## src/rtl/dram_cmd_pkg.sv

```systemverilog
package dram_cmd_pkg;
  typedef enum logic [2:0] {
    CMD_NOP = 3'd0,
    CMD_LMR = 3'd1,
    CMD_REF = 3'd2,
    CMD_PRE = 3'd3,
    CMD_ACT = 3'd4,
    CMD_WR  = 3'd5,
    CMD_RD  = 3'd6
  } cmd_e;

  typedef struct packed {
    logic actStb;
    logic accStb;
    logic closeOne;
    logic closeAll;
    logic lmrStb;
    logic illegal;
  } strobe_t;
endpackage

```

## src/rtl/dram_cmd_ctrl.sv

```systemverilog
module dram_cmd_ctrl
  import dram_cmd_pkg::*;
#(
  parameter int BANK_BITS = 3,
  parameter int ADDR_BITS = 14,
  parameter int AP_BIT    = 10,
  localparam int NUM_BANKS = 1 << BANK_BITS
) (
  input  logic                 clk,
  input  logic                 rstN,
  input  logic                 ckeIn,
  input  logic                 csN,
  input  logic                 rasN,
  input  logic                 casN,
  input  logic                 weN,
  input  logic [BANK_BITS-1:0] bankIn,
  input  logic [ADDR_BITS-1:0] addrIn,
  input  logic                 odtIn,
  input  logic [NUM_BANKS-1:0] bankOpen,
  output logic [BANK_BITS-1:0] bankQ,
  output logic [ADDR_BITS-1:0] addrQ,
  output logic                 odtQ,
  output cmd_e                 cmd,
  output strobe_t              stb
);
  logic ckeQ, csQ, rasQ, casQ, weQ;
  logic bankHit, isAccess;

  always_ff @(posedge clk or negedge rstN) begin
    if (!rstN) begin
      ckeQ  <= 1'b0;
      csQ   <= 1'b1;
      rasQ  <= 1'b1;
      casQ  <= 1'b1;
      weQ   <= 1'b1;
      bankQ <= '0;
      addrQ <= '0;
      odtQ  <= 1'b0;
    end else begin
      ckeQ  <= ckeIn;
      csQ   <= csN;
      rasQ  <= rasN;
      casQ  <= casN;
      weQ   <= weN;
      bankQ <= bankIn;
      addrQ <= addrIn;
      odtQ  <= odtIn;
    end
  end

  always_comb begin
    cmd = CMD_NOP;
    if (ckeQ && !csQ) begin
      case ({rasQ, casQ, weQ})
        3'b000:  cmd = CMD_LMR;
        3'b001:  cmd = CMD_REF;
        3'b010:  cmd = CMD_PRE;
        3'b011:  cmd = CMD_ACT;
        3'b100:  cmd = CMD_WR;
        3'b101:  cmd = CMD_RD;
        default: cmd = CMD_NOP;
      endcase
    end
  end

  assign bankHit  = bankOpen[bankQ];
  assign isAccess = (cmd == CMD_RD) || (cmd == CMD_WR);

  always_comb begin
    stb          = '0;
    stb.actStb   = (cmd == CMD_ACT) && !bankHit;
    stb.accStb   = isAccess && bankHit;
    stb.illegal  = ((cmd == CMD_ACT) && bankHit) || (isAccess && !bankHit);
    stb.closeAll = (cmd == CMD_PRE) && addrQ[AP_BIT];
    stb.closeOne = ((cmd == CMD_PRE) && !addrQ[AP_BIT]) ||
                   (stb.accStb && addrQ[AP_BIT]);
    stb.lmrStb   = (cmd == CMD_LMR);
  end
endmodule

```

## src/rtl/dram_cmd_dp.sv

```systemverilog
module dram_cmd_dp
  import dram_cmd_pkg::*;
#(
  parameter int BANK_BITS = 3,
  parameter int ADDR_BITS = 14,
  parameter int ROW_BITS  = 14,
  parameter int AP_BIT    = 10,
  localparam int NUM_BANKS = 1 << BANK_BITS
) (
  input  logic                          clk,
  input  logic                          rstN,
  input  logic [BANK_BITS-1:0]          bankQ,
  input  logic [ADDR_BITS-1:0]          addrQ,
  input  logic                          odtQ,
  input  cmd_e                          cmd,
  input  strobe_t                       stb,
  output logic [2:0]                    cmdOut,
  output logic [BANK_BITS-1:0]          cmdBankOut,
  output logic [ADDR_BITS-1:0]          cmdColOut,
  output logic                          autoPreOut,
  output logic                          illegalCmd,
  output logic [NUM_BANKS-1:0]          bankOpen,
  output logic [NUM_BANKS*ROW_BITS-1:0] openRowFlat,
  output logic [4*ADDR_BITS-1:0]        modeRegFlat,
  output logic                          odtEnable
);
  localparam logic [ADDR_BITS-1:0] AP_MASK = ADDR_BITS'(1) << AP_BIT;

  logic rttOn;
  logic usesAp;

  for (genvar b = 0; b < NUM_BANKS; b++) begin : g_bank
    logic selThis;
    assign selThis = (bankQ == BANK_BITS'(b));
    always_ff @(posedge clk or negedge rstN) begin
      if (!rstN) begin
        bankOpen[b] <= 1'b0;
        openRowFlat[b*ROW_BITS +: ROW_BITS] <= '0;
      end else if (stb.closeAll || (stb.closeOne && selThis)) begin
        bankOpen[b] <= 1'b0;
      end else if (stb.actStb && selThis) begin
        bankOpen[b] <= 1'b1;
        openRowFlat[b*ROW_BITS +: ROW_BITS] <= addrQ[ROW_BITS-1:0];
      end
    end
  end

  for (genvar m = 0; m < 4; m++) begin : g_mode
    always_ff @(posedge clk or negedge rstN) begin
      if (!rstN)
        modeRegFlat[m*ADDR_BITS +: ADDR_BITS] <= '0;
      else if (stb.lmrStb && (bankQ[1:0] == 2'(m)))
        modeRegFlat[m*ADDR_BITS +: ADDR_BITS] <= addrQ;
    end
  end

  assign rttOn  = modeRegFlat[ADDR_BITS + 2] | modeRegFlat[ADDR_BITS + 6];
  assign usesAp = (cmd == CMD_RD) || (cmd == CMD_WR) || (cmd == CMD_PRE);

  always_ff @(posedge clk or negedge rstN) begin
    if (!rstN) begin
      cmdOut     <= '0;
      cmdBankOut <= '0;
      cmdColOut  <= '0;
      autoPreOut <= 1'b0;
      illegalCmd <= 1'b0;
      odtEnable  <= 1'b0;
    end else begin
      cmdOut     <= cmd;
      cmdBankOut <= bankQ;
      cmdColOut  <= addrQ & ~AP_MASK;
      autoPreOut <= usesAp & addrQ[AP_BIT];
      illegalCmd <= stb.illegal;
      odtEnable  <= odtQ & rttOn;
    end
  end
endmodule

```

## src/rtl/dram_cmd_front.sv

```systemverilog
module dram_cmd_front
  import dram_cmd_pkg::*;
#(
  parameter int BANK_BITS = 3,
  parameter int ADDR_BITS = 14,
  parameter int ROW_BITS  = 14,
  parameter int AP_BIT    = 10,
  localparam int NUM_BANKS = 1 << BANK_BITS
) (
  input  logic                          clk,
  input  logic                          rstN,
  input  logic                          ckeIn,
  input  logic                          csN,
  input  logic                          rasN,
  input  logic                          casN,
  input  logic                          weN,
  input  logic [BANK_BITS-1:0]          bankIn,
  input  logic [ADDR_BITS-1:0]          addrIn,
  input  logic                          odtIn,
  output logic [2:0]                    cmdOut,
  output logic [BANK_BITS-1:0]          cmdBankOut,
  output logic [ADDR_BITS-1:0]          cmdColOut,
  output logic                          autoPreOut,
  output logic                          illegalCmd,
  output logic [NUM_BANKS-1:0]          bankOpen,
  output logic [NUM_BANKS*ROW_BITS-1:0] openRowFlat,
  output logic [4*ADDR_BITS-1:0]        modeRegFlat,
  output logic                          odtEnable
);
  logic [BANK_BITS-1:0] bankQ;
  logic [ADDR_BITS-1:0] addrQ;
  logic                 odtQ;
  cmd_e                 cmd;
  strobe_t              stb;

  dram_cmd_ctrl #(.BANK_BITS(BANK_BITS), .ADDR_BITS(ADDR_BITS), .AP_BIT(AP_BIT)) ctrl_i (
    .clk(clk), .rstN(rstN), .ckeIn(ckeIn), .csN(csN), .rasN(rasN), .casN(casN),
    .weN(weN), .bankIn(bankIn), .addrIn(addrIn), .odtIn(odtIn), .bankOpen(bankOpen),
    .bankQ(bankQ), .addrQ(addrQ), .odtQ(odtQ), .cmd(cmd), .stb(stb)
  );

  dram_cmd_dp #(.BANK_BITS(BANK_BITS), .ADDR_BITS(ADDR_BITS), .ROW_BITS(ROW_BITS),
                .AP_BIT(AP_BIT)) dp_i (
    .clk(clk), .rstN(rstN), .bankQ(bankQ), .addrQ(addrQ), .odtQ(odtQ), .cmd(cmd),
    .stb(stb), .cmdOut(cmdOut), .cmdBankOut(cmdBankOut), .cmdColOut(cmdColOut),
    .autoPreOut(autoPreOut), .illegalCmd(illegalCmd), .bankOpen(bankOpen),
    .openRowFlat(openRowFlat), .modeRegFlat(modeRegFlat), .odtEnable(odtEnable)
  );
endmodule

```

## config.mk

```make
export PLATFORM = sky130hd
export DESIGN_NAME = dram_cmd_front
export DESIGN_NICKNAME = d
export VERILOG_FILES = /design/src/rtl/dram_cmd_pkg.sv /design/src/rtl/dram_cmd_ctrl.sv /design/src/rtl/dram_cmd_dp.sv /design/src/rtl/dram_cmd_front.sv
export SDC_FILE = /design/constraint.sdc
export NUM_CORES = 1
export LEC_CHECK = 0
export BUFFER_PORTS_ARGS = -buffer_cell sky130_fd_sc_hd__buf_4
export CORE_AREA = 2 2 137 139
export DETAILED_ROUTE_END_ITERATION = 10
export DIE_AREA = 0 0 139 141
export PLACE_DENSITY = 0.74
export SLEW_MARGIN = 20
export SYNTH_ARGS = -nofsm -noshare
export SYNTH_HDL_FRONTEND = slang
export SYNTH_SLANG_ARGS = --single-unit
```

## constraint.sdc

```tcl
create_clock -name clk -period 2.35 [get_ports clk]
set_input_delay 0.235 -clock clk [delete_from_list [all_inputs] [get_ports clk]]
set_output_delay 0.235 -clock clk [all_outputs]
set_load 0.05 [all_outputs]
```

==> summary.md, run 1 <==
| Metric | Value |
|---|---|
| Status | finished clean |
| Synth Area in XOR/XNOR | 0% |
| CP max stage delay | 410 ps |
| Peak VDD IR | 0.000509 V |
| Drt drc | 0 |
| Max Cap Viol | 0 |
| RSZ-0062 raised after global routing | false |
| Register area share after synthesis | 66.5% |
| Synth Flop Type | dfrtp_1 |
| Row cnt | 50 |
| Final Hold Fails | 0 |
| Setup Viol. Count Final | 0 |
| Clock Sink Count | 221 |
| Io pins | 224 |
| Crit path kind | reg -> reg |
| Top-area cell type share of the netlist area | 65.2% |
| Initial antenna violation count | 0 |
| Synthesized net count | 540 |
| Synthesized area | 8330 sq um |
| Initial DRC count | 262 |
| ANT cells | 0 |
| Post-synthesis mux area share | 24.1% |
| Die area | 19600 sq um |
| Port Buffer Count | 222 |
| Num CTS Buffers | 24 |
| Compound-cell area share of the yosys netlist | 4.07% |
| Nets@finish | 807 |
| Number of global-route vias before repair | 5807 |
| Max clock buf depth | 3 |
| Final worst-path cycle share | 94.1% |
| Critical Path Start Type | flip-flop |
| Final wirelength | 21.2 mm |
| Syn Inst Count | 515 |
| Slowest CP cell | dfrtp_1 |
| Ys async rst share | 100% |
| Critical Path RT | 2740 ps |
| Tightest Pin Transition | 653 ps |
| Worst min-delay path class | in -> async |
| Setup_tns | 0 ps |
| Hold WS | 293 ps |
| CTS tree | yes |
| Via count | 5298 |
| Area growth, synth to finish | 37.6% |
| Core box area | 18300 sq um |
| Largest family of logic cells by synthesized area | multiplexers |
| Wire per inst | 20.5 um |
| Starting density of the core | 45.6% |
| Static leakage | 5.79 nW |
| Post-route ant nets | 0 |
| Simple-gate share of the synthesized area | 3.07% |
| Die Ht | 141 um |
| Largest net degree at the start of global routing | 65 |
| Post-CTS sizing | 0 |
| Library cells used by synthesis | 42 |
| Dpl cells | 966 |
| Synthesized-area fraction occupied by adder cells | 0% |
| Share of layout cells above drive strength 1 | 59.8% |
| Final non-filler cell total | 1034 |
| Fmax | 0.452 GHz |
| Chip width | 139 um |
| Top post-synthesis cells by area | dfrtp_1 (65%), mux2_2 (20%), mux2_4 (3.4%) |
| Most frequent CP cell | buf_4 |
| Vias per Instance | 5.12 |
| HPWL Detailed | 14.9 mm |
| Syn Area/Cell | 16.2 sq um |
| Yosys reg bits | 221 |
| Ys Warns | 0 |
| Commonest non-fill, non-tap cell in the layout | buf_4 |
| EDFF count, synth | 0 |
| Postcts setup bufs | 0 |
| Routability cong. | 0.875 |
| GRT overflow | 0 |
| First-pass GRT wire length | 33.1 mm |
| Final Skew | 17.8 ps |
| Critical path peak fanout | 10 |
| Tot GR Track Use | 21.5% |
| Pwr per Cell Area | 879 nW/um^2 |
| CTS root buffer | clkbuf_16 |
| Later-pin clock latency in the skew report | 510 ps |
| Arr. time, crit path | 2600 ps |
| Largest area contributor in the netlist | dfrtp_1 |
| Max transition margin | 56.5% |
| Slew Viols, Final | 0 |
| Worst-path clk slew | 60 ps |
| H-tree depth | 1 |
| Crit end category | flip-flop |
| Commonest non-fill, non-tap cells in the layout | buf_4 (245), dfrtp_1 (214), mux2_2 (151) |
| CP Cell Sequence | buf_4 -> mux2i_1 -> a22oi_2 -> a2111oi_4 -> buf_4 -> mux2_4 |
| TritonRoute pass-1 iters | 4 |
| Final min period | 2210 ps |
[logic make-up after synthesis]
logic type / count (synthesis)
mux: 172
other cells: 1
compound gates: 41
simple gates: 43
flops: 221
buf+inv: 37
[metal layers]
metal  GRT usage, %  share of wire [%]  vias to the layer above
met5              0                  0                        -
met4           7.76                3.0                        0
met3           5.16                6.4                       44
met2           36.4                 50                      167
met1           27.2                 41                     2711
li1               -                  -                     2376
[flip-flops by register name (all words and copies together) (netlist names), 3 cells and up]
signal	flops
dp_i.cmdOut	3
dp_i.openRowFlat	112
dp_i.bankOpen	8
dp_i.cmdColOut	13
dp_i.cmdBankOut	3
ctrl_i.addrQ	14
dp_i.modeRegFlat	56
ctrl_i.bankQ	3
[synth_stat cells (2+ instances only)]
cell type  instances
nand2_1            7
dfstp_2            4
nor2_1             4
a21oi_2            5
and3b_1            2
nor3_1             3
o21ai_0            9
nand4_1            3
nand3_1            5
nor4_1             8
a2bb2oi_1          2
dfrtp_1          217
a2111oi_4          2
mux2i_1            2
nor2b_1            2
mux2_2           151
mux2_4            19
clkbuf_1          19
nor3b_1            2
a21oi_1            6
buf_6              4
nand2b_1           2
o21bai_1           7
buf_2             11
a22oi_1            2
[metrics by stage]
step / setup slack (ps) / instance area (sq um) / power [mW] / utilization (%)
floorplan: 4.11 / 8330 / 5.70 / -
global placement: 229 / 10400 / 6.42 / 57.2
detailed placement: 161 / 10400 / 6.47 / 57.2
CTS: 147 / 11500 / 10.2 / 62.7
global route: 3.94 / 11500 / 10.4 / 62.7
finish: 139 / 11500 / 10.1 / 62.7
[what timing repair did]
item | CTS | global route
hold buffers | 24 | 0
endpoints found under the hold margin | 79 | 0
endpoints found under the setup margin | 0 | 1
[final timing paths]
kind	from	endpoint	slack, ps	depth (start not counted)
setup / recovery	ctrl_i.bankQ[1]	dp_i.openRowFlat[75]	140	6
hold / removal	rstN	dp_i.cmdColOut[13]	290	2
setup reg to reg	ctrl_i.bankQ[1]	dp_i.openRowFlat[75]	140	6
hold reg to reg	ctrl_i.odtQ	dp_i.odtEnable	450	1
max in group asynchronous	rstN	dp_i.cmdColOut[4]	1230	3
min in group clk	addrIn[9]	ctrl_i.addrQ[9]	370	2
[power by group]
| part | switching, mW | total (mW) | internal, mW |
|---|---|---|---|
| clock | 1.47 | 3.64 | 2.17 |
| combinational | 1.41 | 2.08 | 0.667 |
| sequential | 0.233 | 4.35 | 4.11 |
| total | 3.12 | 10.1 | 6.95 |
[area by class of cell]
type / count / area (sq um)
Fill cell: 1362 / 6810
Multi-Input combinational cell: 257 / 2610
Sequential cell: 221 / 5540
Clock buffer: 39 / 707
Tap cell: 234 / 293
Timing Repair Buffer: 277 / 2230
Inverter: 1 / 3.75
Clock inverter: 5 / 66.3
[critical path: cells and delay by family, from the launching register on]
family	cells	cell delay (ps)
AO/OA/AOI/OAI	2	640
multiplexers	2	590
buffers and inverters	2	450
flip-flops	1	410
(Power assumes the default switching activity.)
==> run 2, diff against run 1 <==
--- a/config.mk
+++ b/config.mk
@@ -6,10 +6,10 @@
 export NUM_CORES = 1
 export LEC_CHECK = 0
 export BUFFER_PORTS_ARGS = -buffer_cell sky130_fd_sc_hd__buf_4
-export CORE_AREA = 2 2 137 139
+export CORE_AREA = 2 2 158 160
 export DETAILED_ROUTE_END_ITERATION = 10
-export DIE_AREA = 0 0 139 141
-export PLACE_DENSITY = 0.74
+export DIE_AREA = 0 0 160 162
+export PLACE_DENSITY = 0.58
 export SLEW_MARGIN = 20
 export SYNTH_ARGS = -nofsm -noshare
 export SYNTH_HDL_FRONTEND = slang
==> constraint.sdc (replaced) <==
create_clock -name clk -period 2.35 [get_ports clk]
set_input_delay 0.47 -clock clk [delete_from_list [all_inputs] [get_ports clk]]
set_output_delay 0.47 -clock clk [all_outputs]
set_load 0.05 [all_outputs]
==> run 2 against run 1 <==
Clock skew is 7.3 ps lower; global-route usage shrank 5.1 points; first-iteration DRC count grew 2.3%; largest power group unchanged.
==> summary.md, run 2 (synthesized netlist as in run 1, its figures left out) <==
| Metric | Value |
|---|---|
| Status | finished clean |
| Final Skew | 10.5 ps |
| Io pins | 224 |
| Nets@finish | 787 |
| Max clock buf depth | 3 |
| Hold WS | 67.8 ps |
| HPWL Detailed | 15.3 mm |
| Area growth, synth to finish | 36.9% |
| Hold Crit Depth | 1 |
| Die Ht | 162 um |
| Core box area | 24100 sq um |
| Port Buffer Count | 222 |
| Worst r2r src | ctrl_i.bankQ[1] |
| Top flop regs | dp_i.openRowFlat (112), dp_i.modeRegFlat (56), ctrl_i.addrQ (14) |
| CTS tree | yes |
| Final Hold Fails | 0 |
| Critical Path Start Type | flip-flop |
| R2R Path End | dp_i.openRowFlat[83] |
| Post-route ant nets | 0 |
| Final wirelength | 21.5 mm |
| Worst min-delay path class | in -> reg |
| TritonRoute pass-1 iters | 4 |
| Reg with most FFs | dp_i.openRowFlat |
| First-pass GRT wire length | 33.2 mm |
| CTS root buffer | clkbuf_16 |
| Slew Viols, Final | 0 |
| Routability cong. | 0.861 |
| Pwr per Cell Area | 877 nW/um^2 |
| Starting density of the core | 34.5% |
| Share of layout cells above drive strength 1 | 62.7% |
| Final min period | 2250 ps |
| Arr. time, crit path | 2640 ps |
| Tot GR Track Use | 16.4% |
| End of the worst hold path | ctrl_i.odtQ |
| Largest net degree at the start of global routing | 86 |
| Num CTS Buffers | 24 |
| Max transition margin | 56.7% |
| Worst reg-to-reg setup slack | 100 ps |
| Critical path peak fanout | 18 |
| GRT overflow | 0 |
| Worst-path clk slew | 60 ps |
| Initial DRC count | 268 |
| Later-pin clock latency in the skew report | 510 ps |
| Die area | 25900 sq um |
| Setup Viol. Count Final | 0 |
| Via count | 5165 |
| Chip width | 160 um |
| Wire per inst | 19.5 um |
| RSZ-0062 raised after global routing | false |
| Tightest Pin Transition | 650 ps |
| Crit end category | flip-flop |
| Fmax | 0.444 GHz |
| Max reg flops | 112 |
| H-tree depth | 1 |
| Total power draw | 10.0 mW |
| Commonest non-fill, non-tap cells in the layout | buf_4 (245), dfrtp_1 (213), mux2_2 (151) |
| Crit path kind | reg -> reg |
| Initial antenna violation count | 0 |
| Max Cap Viol | 0 |
| Worst Setup SP | ctrl_i.bankQ[1] |
| Commonest non-fill, non-tap cell in the layout | buf_4 |
| Final worst-path cycle share | 95.8% |
| Static leakage | 5.72 nW |
| Number of global-route vias before repair | 5536 |
| ANT cells | 0 |
| Peak VDD IR | 0.000477 V |
| Row cnt | 57 |
| Hold Startpoint | odtIn |
| Layout fillers | 2152 |
| Critical Path RT | 2740 ps |
| Vias per Instance | 4.69 |
| Clock Sink Count | 221 |
| Drt drc | 0 |
| Reg2reg path depth | 6 |
-- run 2: through the flow --
step / utilization, % / instance area (sq um) / std cells / setup WS [ps] / TNS [ps]
finish: 47.3 / 11400 / 1102 / 97.8 / 0
global route: 47.3 / 11400 / 1102 / 25.3 / 0
CTS: 47.2 / 11400 / 1102 / 31.6 / 0
detailed placement: 43.9 / 10600 / 1057 / -12.1 / -77.8
global placement: 43.9 / 10600 / 1057 / 116 / 0
floorplan: - / 8330 / 515 / 4.11 / 0
-- run 2: worst max path at each step --
stage	cells past startpoint	end	slack, ps
3_3_place_gp	6	dp_i.openRowFlat[15]	120
6_report	6	dp_i.openRowFlat[83]	100
3_5_place_dp	6	dp_i.openRowFlat[79]	-10
4_1_cts	6	dp_i.openRowFlat[79]	30
5_1_grt	6	dp_i.openRowFlat[83]	30
2_1_floorplan	6	dp_i.openRowFlat[19]	4
-- run 2: worst max-delay path, cell delays in order (launching register included) --
cell and delay, ps:
dfrtp_2 440, buf_12 180, mux2i_1 330, a22oi_2 220, a2111oi_4 390, buf_4 230, mux2_2 340
-- run 2: what timing repair did --
action / in CTS / in global routing
setup buffers: 2 / 0
hold buffers: 1 / 0
pin swaps: 1 / 0
gates resized for setup: 0 / 3
endpoints found under the hold margin: 47 / 0
endpoints found under the setup margin: 15 / 70
-- run 2: layer usage --
| layer | global-route usage [%] | vias up | share of wire (%) |
|---|---|---|---|
| li1 | - | 2328 | - |
| met1 | 21.7 | 2655 | 43 |
| met2 | 27.6 | 159 | 49 |
| met3 | 3.68 | 23 | 5.9 |
| met4 | 4.01 | 0 | 2.0 |
| met5 | 0 | - | 0 |
-- run 2: cell type report --
type | instances | area, sq um | share of cell area [%]
sequential | 221 | 5540 | 48.6
clock buffer | 35 | 733 | 6.43
tap | 324 | 405 | 3.56
multi-input combinational | 257 | 2620 | 23.0
inverter | 1 | 3.75 | 0.0329
clock inverter | 7 | 40.0 | 0.351
timing repair buffer | 257 | 2060 | 18.0
-- run 2: power by group --
| part | switching, mW | internal [mW] | leakage, nW |
|---|---|---|---|
| registers | 0.231 | 4.11 | 2.92 |
| clock network | 1.46 | 2.15 | 0.382 |
| logic | 1.39 | 0.651 | 2.42 |
